<file path="src/rtl/predmask_lookup.sv">
module predmask_lookup #(
  parameter int N_ENT     = 4,
  parameter int MASK_W    = 64,
  parameter int IMPL_BASE = 9
) (
  input  logic                     clk,
  input  logic                     rst_n,
  input  logic                     load_en,
  input  logic [$clog2(N_ENT)-1:0] load_idx,
  input  logic                     load_wide,
  input  logic [15:0]              load_data,
  input  logic                     q_valid,
  input  logic [5:0]               q_rd,
  input  logic                     q_isint,
  input  logic                     q_reg_active,
  input  logic                     q_branch,
  output logic                     rf_ren,
  output logic [6:0]               rf_raddr,
  input  logic [MASK_W-1:0]        rf_rdata,
  output logic                     m_valid,
  output logic [MASK_W-1:0]        m_mask,
  output logic                     m_zero
);
  localparam int KEY_W  = 6;
  localparam int PREG_W = 7;

  logic [N_ENT-1:0] ent_v, ent_wide, ent_int, ent_inv, ent_zero;
  logic [KEY_W-1:0]  ent_key  [N_ENT];
  logic [PREG_W-1:0] ent_pred [N_ENT];

  always_ff @(posedge clk or negedge rst_n) begin
    if (!rst_n) begin
      ent_v    <= '0;
      ent_wide <= '0;
      ent_int  <= '0;
      ent_inv  <= '0;
      ent_zero <= '0;
      for (int i = 0; i < N_ENT; i++) begin
        ent_key[i]  <= '0;
        ent_pred[i] <= '0;
      end
    end else if (load_en) begin
      ent_v[load_idx]    <= 1'b1;
      ent_wide[load_idx] <= load_wide;
      ent_int[load_idx]  <= load_data[5];
      ent_inv[load_idx]  <= load_data[6];
      ent_zero[load_idx] <= load_data[7];
      ent_key[load_idx]  <= {load_wide & load_data[8], load_data[4:0]};
      ent_pred[load_idx] <= load_wide ? load_data[15:9] : '0;
    end
  end

  logic [N_ENT-1:0] hit_vec;
  genvar g;
  generate
    for (g = 0; g < N_ENT; g++) begin : g_match
      assign hit_vec[g] = ent_v[g] && ent_key[g] == q_rd && ent_int[g] == q_isint;
    end
  endgenerate

  logic              open_q, sel_hit, sel_inv, sel_zero;
  logic [PREG_W-1:0] sel_addr;

  assign open_q = q_reg_active | q_branch;

  always_comb begin
    sel_hit  = 1'b0;
    sel_inv  = 1'b0;
    sel_zero = 1'b0;
    sel_addr = '0;
    for (int i = N_ENT - 1; i >= 0; i--) begin
      if (hit_vec[i]) begin
        sel_hit  = 1'b1;
        sel_inv  = ent_inv[i];
        sel_zero = ent_zero[i];
        sel_addr = ent_wide[i] ? ent_pred[i] : PREG_W'(IMPL_BASE + i);
      end
    end
  end

  logic              s_valid, s_hit, s_inv, s_zero;
  logic [PREG_W-1:0] s_addr;

  always_ff @(posedge clk or negedge rst_n) begin
    if (!rst_n) begin
      s_valid <= 1'b0;
      s_hit   <= 1'b0;
      s_inv   <= 1'b0;
      s_zero  <= 1'b0;
      s_addr  <= '0;
    end else begin
      s_valid <= q_valid;
      s_hit   <= q_valid & open_q & sel_hit;
      s_inv   <= sel_inv;
      s_zero  <= sel_zero;
      s_addr  <= sel_addr;
    end
  end

  assign m_valid  = s_valid;
  assign rf_ren   = s_valid & s_hit;
  assign rf_raddr = s_addr;
  assign m_zero   = rf_ren & s_zero;
  assign m_mask   = !rf_ren ? '1 : (s_inv ? ~rf_rdata : rf_rdata);

  AST_READ_ONLY_WHEN_VALID: assert property (@(posedge clk) disable iff (!rst_n)
    rf_ren |-> m_valid);
  AST_RESULT_FOLLOWS_REQ: assert property (@(posedge clk) disable iff (!rst_n)
    q_valid |=> m_valid);
  AST_NO_REQ_NO_RESULT: assert property (@(posedge clk) disable iff (!rst_n)
    !q_valid |=> !m_valid);
  AST_GATED_NO_READ: assert property (@(posedge clk) disable iff (!rst_n)
    q_valid && !q_reg_active && !q_branch |=> !rf_ren);
  AST_MISS_ALL_ONES: assert property (@(posedge clk) disable iff (!rst_n)
    m_valid && !rf_ren |-> (&m_mask) && !m_zero);
endmodule

</file>
<file path="config.mk">
export PLATFORM = sky130hd
export DESIGN_NAME = predmask_lookup
export DESIGN_NICKNAME = d
export VERILOG_FILES = /design/src/rtl/predmask_lookup.sv
export SDC_FILE = /design/constraint.sdc
export NUM_CORES = 1
export LEC_CHECK = 0
export CAP_MARGIN = 10
export CORE_MARGIN = 4
export CORE_UTILIZATION = 55
export CTS_CLUSTER_SIZE = 10
export DETAILED_ROUTE_END_ITERATION = 8
export DONT_BUFFER_PORTS = 1
export PLACE_DENSITY = 0.7
export SLEW_MARGIN = 20
export SYNTH_ARGS = -nofsm -noshare
export SYNTH_HDL_FRONTEND = slang
export SYNTH_SLANG_ARGS = --single-unit
</file>
<file path="constraint.sdc">
create_clock -name clk -period 4.55 [get_ports clk]
set_clock_uncertainty 0.05 [all_clocks]
set_input_delay 0.91 -clock clk [delete_from_list [all_inputs] [get_ports clk]]
set_output_delay 0.91 -clock clk [all_outputs]
set_load 0.01 [all_outputs]
</file>
==> results of run 1 <==
## layout make-up
| cell class | count | area share (%) |
|---|---|---|
| Clock inverter | 7 | 2.42 |
| Clock buffer | 9 | 2.58 |
| Inverter | 8 | 0.625 |
| Multi-Input combinational cell | 349 | 48.3 |
| Sequential cell | 83 | 43.3 |
| Tap cell | 105 | 2.73 |
## cell usage in the layout, fill, tap and decap left out, types with 2 or more instances in the layout
master	n
nand2_1	107
xnor2_1	91
dfrtp_1	82
mux2_2	36
o21ai_0	34
nand4_1	13
nor3_1	10
clkbuf_8	9
inv_1	8
nor2_1	7
nand2b_1	7
a211oi_1	7
nand3_1	4
or2_1	3
a31oi_1	3
and2_1	3
mux2i_1	3
o221ai_1	3
bufinv_16	3
nand4_2	2
nor2b_1	2
o211ai_1	2
nor4b_2	2
a21oi_1	2
nand3b_1	2
clkinv_2	2
## power breakdown
part,internal (W),switching (W)
Clock,0.000363,0.000258
Sequential,0.000838,0.0000852
Combinational,0.000162,0.000117
## stage by stage
stage / hold slack (ps) / cells / utilization, %
detailed placement: 402 / 545 / 55.8
global route: 164 / 561 / 58.8
CTS: 176 / 561 / 58.7
floorplan: 384 / 474 / -
finish: 197 / 561 / 58.8
global placement: 398 / 545 / 55.8
## per-layer routing
metal	share of wire [%]	vias up	track usage, %	wire length [um]
met1	44	1475	26.4	4320
met3	5.9	10	6.17	577
met4	1.1	0	5.36	105
li1	-	1506	-	-
met5	0	-	0	0
met2	49	71	30.1	4720
## sequential cells by signal, summed over array words and instances, names as in the netlist
name,cells
ent_int,4
ent_inv,4
ent_key,24
ent_pred,28
ent_v,4
ent_wide,4
ent_zero,4
m_valid,1
rf_raddr,7
s_hit,1
s_inv,1
s_zero,1
## synth_stat cells
cell type    n  share of area [%]
or2_1        3               0.41
nor3_1      10                1.1
and2_1       4               0.54
buf_6        5                1.2
nand2b_1     7               0.95
or3b_1       1               0.19
buf_2       10                1.1
nor4b_2      2               0.65
nor2_2       1               0.14
a21oi_1      2               0.22
nor2_1       7               0.57
dfrtp_1     83                 45
nand2_1    107                8.7
xnor2_2      1               0.35
buf_4        2               0.33
o211ai_1     2               0.33
o21ai_0     34                3.7
nand4_2      2               0.54
mux2i_1      3               0.65
clkbuf_1    13                1.1
mux2_2      36                8.8
nor2b_1      2               0.27
nand3b_1     2               0.33
inv_1        8               0.65
a31oi_1      3               0.41
and3_1       1               0.14
o221ai_1     3               0.57
a211oi_1     7                1.1
buf_1        4               0.33
nand3_1      5               0.54
xnor2_1     91                 17
nand4_1     13                1.8
## logic make-up (layout without fill, tap and decap cells)
kind of cell / Yosys count / in the layout / share of synthesized area [%]
and+or+nand+nor: 167 / 167 / 16.8
xor gates and xnor gates: 92 / 92 / 17.6
buffers and inverters: 42 / 24 / 4.67
AOI/OAI and AO/OA: 51 / 51 / 6.35
DFF: 83 / 83 / 45.1
muxes: 39 / 39 / 9.45
## final timing paths
check / startpoint / end / slack, ps / depth (start not counted)
worst min-delay path: rst_n / rf_raddr[2] / 200 / 0
worst min register to register: ent_v[2] / ent_v[2] / 430 / 1
worst max register to register: ent_key[11] / rf_raddr[6] / 2650 / 5
max in group asynchronous: rst_n / ent_v[0] / 4130 / 0
min in group clk: ent_v[2] / ent_v[2] / 430 / 1
worst max-delay path: m_valid / m_mask[33] / 1670 / 2
## worst max-delay path, delay by kind of cell, from the launching register on
family	cells	cell delay, ps
and+or+nand+nor	2	1130
DFF	1	410
==> flow_summary_export.csv, run 1 <==
group,metric,value,unit
status,status,"complete, no violations",
setup_path,cp-end-kind,"output port",
cts,cts_resized,0,
setup_path,worstPathRequired,3590,ps
pwr,ir_worst_vdd,0.222,mV
placed_design,hpwlAfterDp,7210,um
yosys,ys_ff_latch,83,
detailed_routing,num_vias,3062,
setup_path,startpoint_type,"flip-flop",
floorplanning,rows,33,
floorplanning,ios,170,
layout,regArea,2080,um2
detailed_routing,first_pass_iters,4,
pwr,fin_total_pwr,0.00182,W
layout,fin_nets,547,
setup_path,slowest_stage,"and2_2",
floorplanning,core_area,8180,um2
cts,h-tree-depth,3,
cts,holdBufCountCts,0,
sta,fin_tns_setup,0,ps
grt,grt_max_degree,84,
detailed_routing,drt_iter0_drc,138,
sta,fmax,347,MHz
placed_design,post-place-ws,2070,ps
setup_path,cp.arrival,1920,ps
detailed_routing,drt-total-wl,9720,um
placed_design,io_buffers,0,
pwr,p_leak,1.77,nW
cts,ctsLongestPathBuffers,2,
floorplanning,die_width,99.5,um
layout,final_cell_area,4810,um2
detailed_routing,wire_per_inst,17.3,um
sta,hold_viol_final,0,
yosys,synth.distinct_cells,32,
pwr,p_per_area,379,nW/um2
cts,clock_sinks,83,
grt,grt_usage,19.4,%
setup_path,crit_path_max_fanout,65,
layout,multiInputGateArea,2320,um2
grt,antenna_found_initial,0,
sta,timing.final.crit_period,2880,ps
layout,antenna_cells,0,
yosys,syn_avg_cell_area,9.72,um2
cts,post_cts.repair.setup_buffers,0,
placed_design,gp_congestion,0.807,
floorplanning,start_util,56.4,%
layout,area_growth,4.26,%
grt,grt_pass1_wl,15100,um
yosys,yosysSeqAreaShare,45.1,%
yosys,synthesis.area,4610,um2
cts,clock_latency,350,ps
grt,grt-ovfl-total,0,
detailed_routing,ant_nets,0,
cts,clk_pin_slew,80,ps
worst_hold_path,hold_path.class,"input port to asynchronous set/reset pin",
yosys,yosys_warnings,0,
setup_path,cpPeakStageDelay,850,ps
cts,cts-root-buf,"clkbuf_8",
sta,slew_headroom,29.7,%
placed_design,placed_area,4560,um2
floorplanning,die_y,99.5,um
layout,drive_gt1_share,13.4,%
cts,cts_tree,"built",
layout,fillers,691,
sta,worst_pin_slew,1050,ps
yosys,syn_inst,474,
sta,report.final.slew_viol_count,0,
detailed_routing,route.detailed.drc,0,
floorplanning,die_area,9910,um2
yosys,syn-num-nets,570,
detailed_routing,viasPerCell,5.46,
sta,rsz0062_at_grt,"false",
setup_path,path_cells,"and2_2 -> nand2_1",
sta,period_share,63.3,%
sta,fin_ws,1670,ps
cts,cts_buffers,9,
sta,setup_viol,0,
setup_path,crit_type,"flip-flop to output port",
job,drv_cap,0,
grt,grt_pass1_vias,2892,
No activity file was read; power rests on OpenSTA's default activity.
==> inputs of run 2 (changes only) <==
- ABC_AREA: default -> 1
- PLACE_DENSITY: 0.7 -> 0.73
- clock period: 4.55 -> 2.3 ns (I/O delays scaled with it)
==> flow_summary_export.csv, run 2 <==
group,metric,value,unit
setup_path,r2r_setup_slack,560,ps
cts,clk_pin_slew,80,ps
sta,fmax,466,MHz
setup_path,worstPathRequired,1790,ps
grt,grt_pass1_vias,3905,
layout,fin_nets,763,
cts,ctsLongestPathBuffers,2,
yosys,yosysSeqAreaShare,43.6,%
layout,drive_gt1_share,8.21,%
grt,grt-ovfl-total,0,
yosys,ys_async_sr_fraction,100,%
job,drv_cap,0,
cts,cts_tree,"built",
layout,layout.cells.non_filler,775,
grt,grt_usage,25.5,%
yosys,yosys_warnings,0,
placed_design,post-place-ws,465,ps
placed_design,hpwlAfterDp,9950,um
placed_design,io_buffers,0,
detailed_routing,viasPerCell,5.58,
sta,timing.final.crit_period,2150,ps
status,violations,"negative hold slack",
sta,setup_viol,0,
placed_design,dp_cells,761,
placed_design,gp_congestion,0.897,
yosys,yosysTopAreaCellShare,43.6,%
sta,slew_headroom,66.2,%
yosys,synth_top_area_cell,"dfrtp_1",
cts,clock_sinks,83,
floorplanning,rows,33,
layout,area_growth,6.48,%
cts,h-tree-depth,3,
setup_path,crit_type,"flip-flop to output port",
sta,fin_tns_setup,0,ps
detailed_routing,route.detailed.drc,0,
sta,fin_ws,155,ps
sta,report.final.slew_viol_count,0,
setup_path,crit_path_max_fanout,31,
setup_path,rr_worst_depth,6,
detailed_routing,drt-total-wl,13200,um
setup_path,crit_end,"m_mask[6]",
yosys,syn_avg_cell_area,7.02,um2
pwr,p_per_area,685,nW/um2
yosys,syn-num-nets,775,
sta,period_share,93.3,%
setup_path,cp.arrival,1640,ps
layout,layout.core_utilization,60.9,%
yosys,synth-edff-count,0,
setup_path,startpoint_type,"flip-flop",
layout,antenna_cells,0,
yosys,ys.flop_type,"dfrtp_1",
detailed_routing,first_pass_iters,5,
floorplanning,start_util,57.2,%
detailed_routing,drt_iter0_drc,273,
pwr,p_leak,2.38,nW
floorplanning,ios,170,
sta,worst_pin_slew,501,ps
cts,cts-root-buf,"clkbuf_8",
yosys,synth_area_leaders,"dfrtp_1, nand2_1, o21ai_0, a21oi_1, inv_1",
setup_path,cp-end-kind,"output port",
setup_path,r2r_start,"ent_int[0]",
layout,fillers,739,
grt,grt_max_degree,84,
floorplanning,die_y,101,um
detailed_routing,wire_per_inst,17.1,um
floorplanning,core_area,8340,um2
grt,grt_pass1_wl,20000,um
cts,clock_latency,350,ps
setup_path,rr_endpoint,"rf_raddr[2]",
yosys,syn_inst,679,
setup_path,startpoint,"m_valid",
floorplanning,die_area,10200,um2
layout,largest_register_ffs,28,
detailed_routing,ant_nets,0,
sta,hold_slack,-259,ps
detailed_routing,num_vias,4326,
sta,hold_viol_final,83,
cts,cts_buffers,9,
yosys,ys_ff_latch,83,
yosys,synthesis.area,4770,um2
sta,rsz0062_at_grt,"false",
layout,final_common_cell,"nand2_1",
status,status,"finished, violations left",
yosys,post-synth-top-count-cell,"nand2_1",
floorplanning,die_width,101,um
pwr,ir_worst_vdd,0.408,mV
yosys,netlist_top_cells_count,"nand2_1, o21ai_0, dfrtp_1",
yosys,synth.distinct_cells,29,
grt,antenna_found_initial,0,
layout,mostFrequentLayoutCells,"nand2_1, o21ai_0, dfrtp_1",
layout,regMostFlops,"ent_pred",
worst_hold_path,hold_path.class,"input port to asynchronous set/reset pin",
run 2: changes by cell type after synthesis, sizes merged, moves of 10 or more:
cell    previous run  this run
a21oi              2        78
nand3              5        15
nor2               8        46
clkbuf            13        25
nand4             15         5
buf               21         9
mux2              36         2
xnor2             92         4
nand2            107       206
o21ai             34       128
inv                8        65
run 2: critical path: stages (launching register included):
cell and delay [ps]:
dfrtp_1 440, nand2_2 310, buf_6 280, a21oi_1 60, o21ai_0 190
run 2: layout make-up:
class	instances	area (um2)	share of cell area [%]
multi-input cells	496	2310	45.4
flip-flops and latches	83	2080	40.9
inverters	66	250	4.93
clock buffers	10	138	2.71
well taps	105	131	2.59
repair buffers	11	98.8	1.95
clock inverters	4	76.3	1.50
run 2: worst min-delay path by stage:
stage	start	to
after CTS	rst_n	ent_key[7]
final	rst_n	ent_key[21]
after floorplan	rst_n	ent_int[0]
after global placement	rst_n	ent_key[13]
after detailed placement	rst_n	ent_key[7]
after global routing	rst_n	ent_key[21]
run 2: per-stage QoR:
stage / power [W] / instance area (um2)
2_1_floorplan: 0.00220 / 4770
3_3_place_gp: 0.00232 / 4860
3_5_place_dp: 0.00235 / 4860
4_1_cts: 0.00349 / 5070
5_1_grt: 0.00367 / 5080
6_report: 0.00348 / 5080
run 2: per-layer routing:
layer	wire [um]	track usage, %
met2	6280	41.6
met5	0	0
met1	5510	33.1
met3	1090	5.26
met4	369	10.6
run 2: repair_timing:
action,in CTS,in global routing
endpoints found under the setup margin,0,30
setup buffers,0,0
hold endpoints to repair,83,83
gates resized for setup,0,3
run 2: cells by family (layout without fill, tap and decap cells):
group                     Yosys count  count (layout)  share of synthesized area, %
and+or+nand+nor                   283             283                          25.2
AOI/OAI and AO/OA                 207             207                          21.8
buffers and inverters             100              91                          8.24
DFF                                83              83                          43.6
xor gates and xnor gates            4               4                         0.735
muxes                               2               2                         0.472
run 2: report_power, final:
| group | switching [W] | internal, W |
|---|---|---|
| Sequential | 0.000124 | 0.00164 |
| Combinational | 0.000369 | 0.000190 |
| Clock | 0.000517 | 0.000631 |
